[src/rtl/boot_stream_parser.sv]
module boot_stream_parser #(
  parameter logic [23:0] ENTRY_ADDR = 24'h000000
) (
  input  logic        clk,
  input  logic        rst_n,
  input  logic        in_valid,
  input  logic [7:0]  in_data,
  output logic        in_ready,
  output logic        mem_wr,
  output logic [23:0] mem_addr,
  output logic [23:0] mem_data,
  output logic        mem_pm,
  input  logic        mem_ready,
  output logic        done,
  output logic [23:0] start_addr,
  output logic        err
);

  typedef enum logic [2:0] {S_HDR, S_DATA, S_ZERO, S_DONE, S_ERR} state_t;

  state_t      st;
  logic [2:0]  hidx;
  logic [7:0]  flag_lo;
  logic [7:0]  cnt_lo;
  logic [23:0] addr;
  logic [15:0] rem;
  logic [1:0]  bidx;
  logic [23:0] word;
  logic        wpend;

  wire [15:0] hdr_cnt   = {in_data, cnt_lo};
  wire        acc       = in_valid & in_ready;
  wire        last_byte = flag_lo[0] ? (bidx == 2'd1) : (bidx == 2'd2);
  wire        wdone     = mem_wr & mem_ready;
  wire        blk_end   = wdone & (rem == 16'd1);
  wire        is_final  = flag_lo[1];

  assign in_ready   = (st == S_HDR) | ((st == S_DATA) & ~wpend);
  assign mem_wr     = (st == S_ZERO) | ((st == S_DATA) & wpend);
  assign mem_addr   = addr;
  assign mem_data   = word;
  assign mem_pm     = ~flag_lo[0];
  assign done       = (st == S_DONE);
  assign err        = (st == S_ERR);
  assign start_addr = done ? ENTRY_ADDR : 24'h0;

  always_ff @(posedge clk) begin
    if (!rst_n) begin
      st      <= S_HDR;
      hidx    <= '0;
      flag_lo <= '0;
      cnt_lo  <= '0;
      addr    <= '0;
      rem     <= '0;
      bidx    <= '0;
      word    <= '0;
      wpend   <= 1'b0;
    end else begin
      case (st)
        S_HDR: if (acc) begin
          hidx <= hidx + 3'd1;
          case (hidx)
            3'd0: flag_lo <= in_data;
            3'd2: addr[7:0] <= in_data;
            3'd3: addr[15:8] <= in_data;
            3'd4: addr[23:16] <= in_data;
            3'd6: cnt_lo <= in_data;
            3'd7: begin
              rem  <= hdr_cnt;
              word <= '0;
              bidx <= '0;
              if (flag_lo[7:3] != 5'd0)
                st <= S_ERR;
              else if (hdr_cnt == 16'd0)
                st <= is_final ? S_DONE : S_HDR;
              else
                st <= flag_lo[2] ? S_ZERO : S_DATA;
            end
            default: ;
          endcase
        end
        S_DATA: begin
          if (wpend) begin
            if (mem_ready) begin
              wpend <= 1'b0;
              word  <= '0;
              addr  <= addr + 24'd1;
              rem   <= rem - 16'd1;
              if (rem == 16'd1) st <= is_final ? S_DONE : S_HDR;
            end
          end else if (acc) begin
            word[{bidx, 3'b000} +: 8] <= in_data;
            if (last_byte) begin
              wpend <= 1'b1;
              bidx  <= '0;
            end else begin
              bidx <= bidx + 2'd1;
            end
          end
        end
        S_ZERO: if (mem_ready) begin
          addr <= addr + 24'd1;
          rem  <= rem - 16'd1;
          if (rem == 16'd1) st <= is_final ? S_DONE : S_HDR;
        end
        default: ;
      endcase
    end
  end

  p_ready_blocked_r9: assert property (@(posedge clk) disable iff (!rst_n)
    mem_wr |-> !in_ready);

  p_hold_write_r9: assert property (@(posedge clk) disable iff (!rst_n)
    (mem_wr && !mem_ready) |=> (mem_wr && $stable(mem_addr) && $stable(mem_data) && $stable(mem_pm)));

  p_dm_zero_ext_r3: assert property (@(posedge clk) disable iff (!rst_n)
    (mem_wr && !mem_pm) |-> (mem_data[23:16] == 8'h00));

  p_zero_fill_r5: assert property (@(posedge clk) disable iff (!rst_n)
    (st == S_ZERO) |-> (mem_data == 24'h0));

  p_addr_step_r4: assert property (@(posedge clk) disable iff (!rst_n)
    (wdone && !blk_end) |=> (mem_addr == $past(mem_addr) + 24'd1));

  p_done_sticky_r6: assert property (@(posedge clk) disable iff (!rst_n)
    done |=> (done && !in_ready && !mem_wr));

  p_err_sticky_r8: assert property (@(posedge clk) disable iff (!rst_n)
    err |=> (err && !in_ready && !mem_wr && !done));

endmodule

[config.mk]
export PLATFORM = sky130hd
export DESIGN_NAME = boot_stream_parser
export DESIGN_NICKNAME = d
export VERILOG_FILES = /design/src/rtl/boot_stream_parser.sv
export SDC_FILE = /design/constraint.sdc
export NUM_CORES = 1
export LEC_CHECK = 0
export CAP_MARGIN = 40
export CORE_MARGIN = 3
export CORE_UTILIZATION = 33
export CTS_CLUSTER_DIAMETER = 50
export CTS_CLUSTER_SIZE = 30
export DETAILED_ROUTE_END_ITERATION = 7
export GPL_TIMING_DRIVEN = 0
export PLACE_DENSITY = 0.52
export SETUP_SLACK_MARGIN = 0.4
export SYNTH_ARGS = -nofsm -noshare
export SYNTH_HDL_FRONTEND = slang
export SYNTH_SLANG_ARGS = --single-unit
[constraint.sdc]
create_clock -name clk -period 2.4 [get_ports clk]
set_clock_uncertainty 0.1 [all_clocks]
set_input_delay 0.36 -clock clk [delete_from_list [all_inputs] [get_ports clk]]
set_output_delay 0.36 -clock clk [all_outputs]
set_load 0.05 [all_outputs]
* Word level (Yosys, flattened, before mapping)
Index checks and enable logic that the tools add are counted.
Storage, ports and cells: output and inout bits 77, input bits 12, word-level logic and storage cells 102, flip-flop bits (word level) 89
Cells by class: equality and inequality tests 22, bitwise logic cells 7, add/sub/neg operators 5, reductions and logical operators 15, muxes and demuxes 40, shift-type cells 2
Operators by type and width (count):
- $mux 24 | 8
- $pmux 24 s3 | 1
- $mux 16 | 4
- $pmux 16 s3 | 1
- $pmux 24 s2 | 1
- $add 24x1->24 const B | 1
- $bwmux 24 | 1
- $mux 8 | 3
- $shift 8x7->24 const A | 1
- $shiftx 8x7->24 | 1
- $mux 3 | 6
- $eq 16x1->1 const B | 1
- $logic_not 16->1 | 1
- $mux 2 | 8
- $reduce_and 4->1 | 4
- $sub 16x1->16 const B | 1
- $eq 3x2->1 const B | 4
- $eq 3x3->1 const B | 4
- $reduce_and 5->1 | 2
- $pmux 3 s3 | 1
- $ne 2x1->1 const B | 4
- $ne 2x2->1 const B | 4
- $neg 5->7 | 1
- $logic_not 3->1 | 2
- other kinds (16) | 26

* Depth between registers and ports, before layout
Gate-level depths: netlist of run 1.
depth after elaboration 7, mapped depth 9, gate-level depth less buffers 7

* Worst setup path after synthesis of run 1
Ideal clock, no wire load.
kind reg2out, from register st[2], to output err, data arrival time 1.875 ns, stages on the path, launching flop included 4, setup slack 0.065 ns, buffers on the path 2, required time 1.940 ns, path through dfxtp_1 buf_6 clkbuf_1 nor3b_1
Between the ends: longest elaborated chain between the ends 1
RTL lines:
- from (decl) | line 21 | state_t st;
- from (signal assigned) | line 75 | st <= is_final ? S_DONE : S_HDR;
- from (signal assigned) | line 77 | st <= flag_lo[2] ? S_ZERO : S_DATA;
- from (signal assigned) | line 89 | if (rem == 16'd1) st <= is_final ? S_DONE : S_HDR;
- $eq 3x3->1 | line 44 | assign err = (st == S_ERR);
- to (decl) | line 16 | output logic err
No other way between the ends.

* Final worst setup path of run 1
from register hidx[0], to register word[5] (netlist: mem_data[5])
Between the ends: longest elaborated chain between the ends 3
RTL lines:
- from (decl) | line 22 | logic [2:0] hidx;
- from (signal assigned) | line 61 | hidx <= hidx + 3'd1;
- $eq 3x3->1 | line 62 | case (hidx)
- $ne 2x1->1 (no source line)
- $reduce_and 5->1 (no source line)
- to (signal, indexed assignment) | line 92 | word[{bidx, 3'b000} +: 8] <= in_data;
- to (decl) | line 28 | logic [23:0] word;
No other way between the ends. A chain may end at the register's enable or synchronous reset.

==> impl_metrics.py, run 1 <==
metrics = {
    "run_status": {
        "status": "complete, no violations",
    },
    "critical_path": {
        "critical-path-slowest-cell": "dfxtp_2",
        "cp.required_ns": 2.52,
        "critPathMostFrequentCell": "ha_4",
        "worstReg2RegStart": "hidx[0]",
        "cp_top_family": "compound AO/OA/AOI/OAI gates",
        "crit_chain": "ha_4 -> ha_4 -> nor2b_4 -> o211a_1 -> buf_6 -> buf_4 -> o21a_2 -> o211ai_1 -> a21oi_2",
        "crit_path_max_incr_delay_ns": 0.34,
        "path_class": "reg2reg",
        "crit_path_max_fanout": 8,
        "worstPathArrival_ns": 2.16,
        "worstReg2RegEnd": "mem_data[5]",
        "start_kind": "flop",
        "rr_worst_depth": 9,
        "path_buf_inv": 2,
        "end_kind": "flop",
        "r2r_slack_ns": 0.36,
    },
    "sta": {
        "final_hold_viol_count": 0,
        "worst_pin_slew_ns": 0.852,
        "rsz0062_at_grt": "yes",
        "max_freq_ghz": 0.491,
        "setup_violations": 0,
        "slew_headroom": 0.432,
        "setup_tns_ns": 0,
        "post-route-period-util": 0.849,
        "slew_viol_final": 0,
        "timing.final.crit_period_ns": 2.04,
        "setup_ws_ns": 0.361,
    },
    "detailed_routing": {
        "wirelength_mm": 19.3,
        "drtIter0Drc": 471,
        "postRouteAntennaNets": 0,
        "drtPass1Iterations": 6,
        "viasPerCell": 5.63,
        "dr_total_vias": 5536,
        "wire_per_inst_um": 19.6,
        "drc_errors": 0,
    },
    "power": {
        "p_per_area_nw_per_um2": 1240,
        "peakVddDrop_mv": 0.500,
        "p_leak_nw": 3.22,
    },
    "clock_network": {
        "clock-sinks": 89,
        "clk_latency_ns": 0.36,
        "cts_htree_levels": 3,
        "cts.reportedPaths.clkPinSlew_ns": 0.07,
        "cts_buffer_depth": 2,
        "cts_made_buffers": 9,
        "clock-root-buffer": "clkbuf_16",
        "cts_tree": "yes",
    },
    "global_routing": {
        "grt_max_degree": 16,
        "grt_pass1_vias": 5254,
        "antenna_found_initial": 0,
        "grt_pass1_wl_mm": 28.8,
        "globalRoute.totalOverflow": 0,
        "grt.total_usage": 0.219,
    },
    "yosys": {
        "ys.flop_type": "dfxtp_1",
        "syn-instance-count": 629,
        "synth-edff-count": 0,
        "async_flop_share": 0,
        "synth_cell_types": 70,
        "synth-seq-area-share": 0.346,
        "ys_seq_elements": 89,
        "syn-cell-area_sq_um": 5150,
        "synth.yosys.warnings": 0,
        "synth_area_per_cell_sq_um": 8.19,
    },
    "floorplan": {
        "start_util": 0.338,
        "dieArea_sq_um": 17100,
        "fp.dieW_um": 131,
        "die_y_um": 131,
        "core_area_sq_um": 15300,
        "ios": 89,
        "rows": 45,
    },
    "final_layout": {
        "syn_to_final_growth_pct": 48.1,
        "drive_above_1_share": 0.344,
        "nFillCells": 1422,
        "final_common_cell": "dfxtp_1",
        "mostFrequentLayoutCells": "dfxtp_1 (68), buf_4 (63), nor2_1 (49)",
        "final_nets": 791,
        "diodes": 0,
    },
    "min_path": {
        "hp-class": "in2reg",
        "hold_start": "rst_n",
        "min_to": "mem_addr[16]",
        "min_path_cells": 3,
    },
    "placement": {
        "pre_cts_ws_ns": -0.243,
        "dpl.hpwl_mm": 12.1,
        "routabilityCongestion": 0.896,
        "port_buffers": 55,
    },
    "job": {
        "max-cap-violations": 0,
    },
}
[cell type report]
cell class	instances	area (sq um)	share of cell area
timing repair buffer	104	1020	0.133
tap	211	264	0.0346
multi-input combinational	481	3620	0.475
clock buffer	9	225	0.0295
buffer	72	547	0.0717
clock inverter	7	95.1	0.0125
sequential	89	1820	0.238
inverter	11	41.3	0.00542
[where the power goes]
| group | switching, mW | total [mW] | internal [mW] |
|---|---|---|---|
| clock | 0.646 | 1.56 | 0.912 |
| sequential | 0.345 | 2.12 | 1.77 |
| combinational | 3.46 | 5.77 | 2.30 |
| total | 4.45 | 9.44 | 4.99 |
[how the worst max path moves through the flow]
| stage | start | end | slack (ns) | cells after the start |
|---|---|---|---|---|
| 2_1_floorplan | rem[0] | rem[14] | 0.41 | 7 |
| 6_report | hidx[0] | mem_data[5] | 0.36 | 9 |
| 3_3_place_gp | in_valid | mem_addr[5] | -0.22 | 6 |
| 5_1_grt | hidx[0] | mem_data[17] | 0.29 | 9 |
| 4_1_cts | st[1] | mem_data[17] | 0.36 | 7 |
| 3_5_place_dp | in_valid | mem_addr[5] | -0.24 | 6 |
[cells by family (layout without fill, tap and decap cells)]
family          after synthesis  after routing  synth area share
mux                          19             19            0.0372
compound gates              201            202             0.257
other cells                   1             24          0.000728
buf+inv                      83            203            0.0904
fa+ha+maj                    11             11            0.0267
xor+xnor                      2              2           0.00486
simple gates                223            223             0.237
flops                        89             89             0.346
[layer usage]
layer | share of wire | up-vias | global-route usage
met4 | 0.027 | 0 | 0.0913
met1 | 0.41 | 2612 | 0.269
met5 | 0 | - | 0
li1 | - | 2557 | -
met2 | 0.49 | 311 | 0.363
met3 | 0.079 | 56 | 0.0573
[per-stage QoR]
step	instance area, sq um	utilization	total power [mW]	instances	hold slack [ns]
after floorplan	5270	-	5.00	652	0.349
after global placement	6080	0.398	6.11	918	0.355
after detailed placement	6080	0.398	6.17	918	0.357
after CTS	6940	0.455	8.37	962	0.323
after global routing	7620	0.500	9.88	984	0.346
final	7620	0.500	9.44	984	0.340
[worst min-delay path, cell delays in order]
cell	delay [ns]
clkbuf_1	0.18
nand2_1	0.14
o21ai_1	0.07
[registers in the layout (all words and copies together), names as in the netlist]
name,count
mem_addr,24
mem_data,24
st,3
hidx,3
flag_lo,8
cnt_lo,8
bidx,2
rem,16
wpend,1
[Yosys cell counts (6+ instances only)]
cell type,count,area (sq um)
a211oi_1,8,60.1
a21oi_1,59,295
a31oi_1,7,43.8
and2_1,8,50.1
buf_2,13,65.1
buf_4,30,225
clkbuf_1,24,90.1
dfxtp_1,89,1780
ha_1,11,138
inv_1,10,37.5
mux2i_1,18,180
nand2_1,39,146
nand3_1,36,180
nand4_1,12,75.1
nor2_1,57,214
nor3_1,13,65.1
nor4_1,9,56.3
o211ai_1,28,210
o21a_1,12,90.1
o21ai_0,31,155
o21ai_1,9,45.0
o22ai_1,7,43.8
o31ai_1,6,45.0
[timing repair]
item / 4_1_cts / 5_1_grt
endpoints found under the setup margin: 110 / 100
pin swaps: 25 / 56
buffers inserted: 25 / 17
gates cloned: 3 / 5
resized for setup: 142 / 141
hold buffers: 0 / 0
(Power assumes the default switching activity.)
==> run 2, diff against run 1 <==
clock period = 1.9 ns   (was 2.4 ns; I/O delays follow)
==> impl_metrics.py, run 2 (same netlist as run 1, synthesis figures left out) <==
metrics = {
    "floorplan": {
        "dieArea_sq_um": 17100,
        "fp.dieW_um": 131,
        "core_area_sq_um": 15300,
        "ios": 89,
        "start_util": 0.338,
        "die_y_um": 131,
        "rows": 45,
    },
    "min_path": {
        "min_to": "mem_addr[16]",
        "hp-class": "in2reg",
        "min_path_cells": 3,
        "hold_start": "rst_n",
    },
    "critical_path": {
        "r2r_slack_ns": -0.13,
        "path_class": "reg2reg",
        "worstPathArrival_ns": 2.22,
        "start_kind": "flop",
        "worstReg2RegEnd": "mem_data[9]",
        "cp.required_ns": 2.09,
        "rr_worst_depth": 9,
        "crit_path_max_fanout": 6,
        "end_kind": "flop",
        "worstReg2RegStart": "hidx[0]",
    },
    "detailed_routing": {
        "drc_errors": 0,
        "viasPerCell": 5.56,
        "wirelength_mm": 20.1,
        "postRouteAntennaNets": 0,
        "drtIter0Drc": 346,
        "wire_per_inst_um": 20.1,
        "dr_total_vias": 5572,
        "drtPass1Iterations": 5,
    },
    "final_layout": {
        "syn_to_final_growth_pct": 55.9,
        "multiInputGateArea_sq_um": 3880,
        "finish.utilization": 0.526,
        "drive_above_1_share": 0.490,
        "final_common_cell": "dfxtp_1",
        "seqCellArea_sq_um": 1860,
        "mostFrequentLayoutCells": "dfxtp_1 (61), buf_4 (58), buf_6 (48)",
        "final_nets": 810,
        "fin_cells": 1003,
        "nFillCells": 1390,
        "diodes": 0,
    },
    "sta": {
        "timing.final.crit_period_ns": 2.03,
        "worst_pin_slew_ns": 0.938,
        "max_freq_ghz": 0.493,
        "slew_viol_final": 0,
        "post-route-period-util": 1.07,
        "setup_ws_ns": -0.128,
        "rsz0062_at_grt": "yes",
        "slew_headroom": 0.375,
        "setup_violations": 59,
        "final_hold_viol_count": 0,
    },
    "placement": {
        "routabilityCongestion": 0.923,
        "port_buffers": 55,
        "dpl.hpwl_mm": 12.4,
        "placed_cells": 918,
    },
    "power": {
        "peakVddDrop_mv": 0.726,
        "seq_power_share": 0.206,
        "total_power_mw": 13.3,
        "clkPwrFrac": 0.140,
        "p_per_area_nw_per_um2": 1660,
        "p_leak_nw": 2.98,
        "p_switching_mw": 6.20,
        "pwr-share-comb": 0.654,
        "power.internal_mw": 7.13,
        "sw_frac_of_total": 0.465,
    },
    "clock_network": {
        "cts_made_buffers": 9,
        "clock-sinks": 89,
        "cts_buffer_depth": 2,
        "cts.reportedPaths.clkPinSlew_ns": 0.07,
        "clock-root-buffer": "clkbuf_16",
        "cts_htree_levels": 3,
        "cts_tree": "yes",
        "clk_latency_ns": 0.36,
    },
    "global_routing": {
        "antenna_found_initial": 0,
        "grt.total_usage": 0.227,
        "grt_pass1_wl_mm": 29.7,
        "grt_max_degree": 17,
        "grt_pass1_vias": 5318,
        "globalRoute.totalOverflow": 0,
    },
    "run_status": {
        "status": "finished with violations",
        "violations": "negative setup slack",
    },
    "job": {
        "max-cap-violations": 0,
    },
}
==> run 2: cell count changes in the layout (fill, tap and decap cells not counted), sizes merged, moves of 5 or more <==
cell	delta
clkdlybuf4s15	+5
dlymetal6s2s	-21
buf	+66
clkdlybuf4s50	-5
dlygate4sd2	-23
==> run 2: power groups by stage <==
stage                     sequential (mW)  combinational (mW)  clock [mW]
after floorplan                      3.08                3.52           0
after global placement               2.70                5.38           0
after detailed placement             2.71                5.45           0
after CTS                            2.71                7.01        1.91
after global routing                 2.79                9.21        1.99
final                                2.75                8.72        1.87
==> run 2: critical path, stage by stage (launching register included) <==
cell and delay (ns):
dfxtp_4 0.36, ha_4 0.17, ha_4 0.16, nor2b_4 0.12, o211a_1 0.22, buf_6 0.14
o21ai_4 0.26, buf_6 0.18, nand3_1 0.09, a21oi_2 0.15
==> run 2: what timing repair did <==
item,4_1_cts,5_1_grt
setup endpoints to repair,140,118
buffers inserted,40,23
resized for setup,337,192
pin swaps,46,53
cloned,3,3
hold buffers,0,0
==> run 2: per-stage QoR <==
step / TNS, ns / cell area [sq um] / worst slack [ns] / hold WS, ns
CTS: -4.33 / 7400 / -0.132 / 0.217
finish: -3.86 / 8030 / -0.128 / 0.239
global placement: -34.40 / 6310 / -0.671 / 0.354
global route: -8.70 / 8030 / -0.182 / 0.274
detailed placement: -33.70 / 6310 / -0.660 / 0.357
floorplan: 0 / 5500 / 0.0528 / 0.354
==> run 2: routing by layer <==
| metal | track usage | wire length, um | up-vias | part of all wire |
|---|---|---|---|---|
| met5 | 0 | 0 | - | 0 |
| met4 | 0.0750 | 472 | 0 | 0.023 |
| met3 | 0.0593 | 1250 | 33 | 0.062 |
| met2 | 0.372 | 9910 | 205 | 0.49 |
| met1 | 0.290 | 8510 | 2740 | 0.42 |
| li1 | - | - | 2594 | - |
==> run 2: final cells by class <==
type                            count  area share
Buffer                             72      0.0790
Clock buffer                        9      0.0281
Clock inverter                      7     0.00935
Inverter                           11     0.00577
Multi-Input combinational cell    481       0.484
Tap cell                          211      0.0329
Timing Repair Buffer              123       0.129
Sequential cell                    89       0.232
==> run 2: worst max path at each step <==
stage                   from      endpoint  slack, ns  cells after the start
floorplan              st[1]        rem[8]       0.05                      7
global placement    in_valid   mem_addr[5]      -0.67                      6
detailed placement  in_valid   mem_addr[5]      -0.66                      6
CTS                    st[2]  mem_addr[19]      -0.13                      9
global route         hidx[0]   mem_data[5]      -0.18                      9
finish               hidx[0]   mem_data[9]      -0.13                      9
==> run 3, diff against run 2 <==
CAP_MARGIN = 10   (was 40)
DONT_BUFFER_PORTS = 1   (was not set)
PLACE_DENSITY = 0.45   (was 0.52)
RECOVER_POWER = 50   (was not set)
==> impl_metrics.py, run 3 (same netlist as run 1, synthesis figures left out) <==
metrics = {
    "placement": {
        "port_buffers": 0,
        "placed_cell_area_sq_um": 5760,
        "routabilityCongestion": 0.901,
        "dpl.hpwl_mm": 12.5,
        "placed_cells": 863,
        "pre_cts_ws_ns": -0.458,
    },
    "power": {
        "peakVddDrop_mv": 0.656,
        "p_leak_nw": 2.72,
        "p_per_area_nw_per_um2": 1680,
    },
    "detailed_routing": {
        "drtIter0Drc": 233,
        "drtPass1Iterations": 4,
        "postRouteAntennaNets": 0,
        "wire_per_inst_um": 21.0,
        "wirelength_mm": 20.1,
        "viasPerCell": 5.57,
        "drc_errors": 0,
        "dr_total_vias": 5328,
    },
    "floorplan": {
        "fp.dieW_um": 131,
        "start_util": 0.338,
        "core_area_sq_um": 15300,
        "ios": 89,
        "rows": 45,
        "dieArea_sq_um": 17100,
        "die_y_um": 131,
    },
    "sta": {
        "rsz0062_at_grt": "yes",
        "slew_headroom": 0.380,
        "setup_ws_ns": -0.118,
        "setup_violations": 71,
        "final_hold_viol_count": 0,
        "slew_viol_final": 0,
        "max_freq_ghz": 0.495,
        "post-route-period-util": 1.06,
        "timing.final.crit_period_ns": 2.02,
        "worst_pin_slew_ns": 0.930,
    },
    "global_routing": {
        "globalRoute.totalOverflow": 0,
        "grt_pass1_vias": 5285,
        "grt.total_usage": 0.230,
        "grt_pass1_wl_mm": 30.0,
        "antenna_found_initial": 0,
        "grt_max_degree": 17,
    },
    "critical_path": {
        "r2r_slack_ns": -0.12,
        "crit_path_max_incr_delay_ns": 0.32,
        "end_kind": "flop",
        "path_class": "reg2reg",
        "cp.required_ns": 2.01,
        "critical-path-slowest-cell": "dfxtp_2",
        "worstPathArrival_ns": 2.13,
        "crit_chain": "buf_6 -> nor4b_4 -> buf_4 -> buf_6 -> a311oi_4 -> buf_6 -> or2_4 -> clkbuf_16 -> o21ai_2 -> a21oi_1",
        "crit_path_max_fanout": 7,
        "start_kind": "flop",
        "critPathMostFrequentCell": "buf_6",
    },
    "final_layout": {
        "diodes": 0,
        "mostFrequentLayoutCells": "buf_4 (64), dfxtp_1 (61), buf_6 (42)",
        "drive_above_1_share": 0.446,
        "final_common_cell": "buf_4",
        "final_nets": 763,
        "syn_to_final_growth_pct": 50.0,
        "finish.utilization": 0.506,
        "fin_cells": 956,
        "design_area_sq_um": 7720,
    },
    "clock_network": {
        "cts_tree": "yes",
        "clk_latency_ns": 0.35,
        "clock-sinks": 89,
        "clock-root-buffer": "clkbuf_16",
        "cts_buffer_depth": 2,
        "cts.reportedPaths.clkPinSlew_ns": 0.07,
        "cts_made_buffers": 9,
        "cts_htree_levels": 3,
    },
    "job": {
        "max-cap-violations": 0,
    },
    "run_status": {
        "violations": "negative setup slack",
        "status": "finished with violations",
    },
    "min_path": {
        "hp-class": "in2reg",
    },
}
-- run 3: cell types whose count changed in the layout (fill, tap and decap cells not counted), moves of 4 or more --
| cell | before | now |
|---|---|---|
| clkbuf_8 | 0 | 4 |
| o21ai_1 | 9 | 14 |
| buf_4 | 58 | 64 |
| o21ai_0 | 15 | 10 |
| buf_6 | 48 | 42 |
| clkdlybuf4s15_2 | 5 | 0 |
| buf_2 | 44 | 1 |
-- run 3: stage by stage --
step	power [mW]	hold WS, ns	TNS, ns
after floorplan	6.60	0.354	0
after global placement	7.81	0.369	-16.80
after detailed placement	7.85	0.374	-17.37
after CTS	12.0	0.115	-3.41
after global routing	13.6	0.148	-8.64
final	13.0	0.132	-3.97
-- run 3: where the power goes --
group	internal (mW)	switching [mW]	leakage (nW)
clock	0.988	0.846	0.146
combinational	3.61	4.28	1.83
sequential	2.28	0.979	0.740
-- run 3: layout make-up --
cell class	count	area (sq um)
Timing Repair Buffer	76	752
Multi-Input combinational cell	481	3860
Clock buffer	11	254
Clock inverter	5	43.8
Buffer	72	637
Inverter	11	41.3
Sequential cell	89	1870
Tap cell	211	264
Fill cell	1426	7540
-- run 3: path summary, 6_finish.rpt --
path,cells after the start,from,to
worst max-delay path,10,st[2],rem[7]
worst min-delay path,3,in_valid,wpend
worst max register to register,10,st[2],rem[7]
worst min register to register,2,rem[6],rem[6]
-- run 3: repair_timing --
action                     CTS  global route
buffers inserted            53            16
gates cloned                 7             1
gates resized for setup    168            94
pin swaps                   49            48
setup endpoints to repair   91            93
hold buffers                 0             0
-- run 3: layer usage --
layer / wire length, um / share of wire / track usage
met5: 0 / 0 / 0
met4: 587 / 0.029 / 0.0968
met1: 8390 / 0.42 / 0.280
met2: 9930 / 0.49 / 0.391
met3: 1180 / 0.059 / 0.0488
-- run 3: worst max-delay path, delay by kind of cell, from the launching register on --
| kind | cells | cell delay [ns] |
|---|---|---|
| flip-flops | 1 | 0.32 |
| AO/OA/AOI/OAI | 3 | 0.21 |
| AND/OR/NAND/NOR | 2 | 0.52 |
| buffers and inverters | 5 | 0.73 |
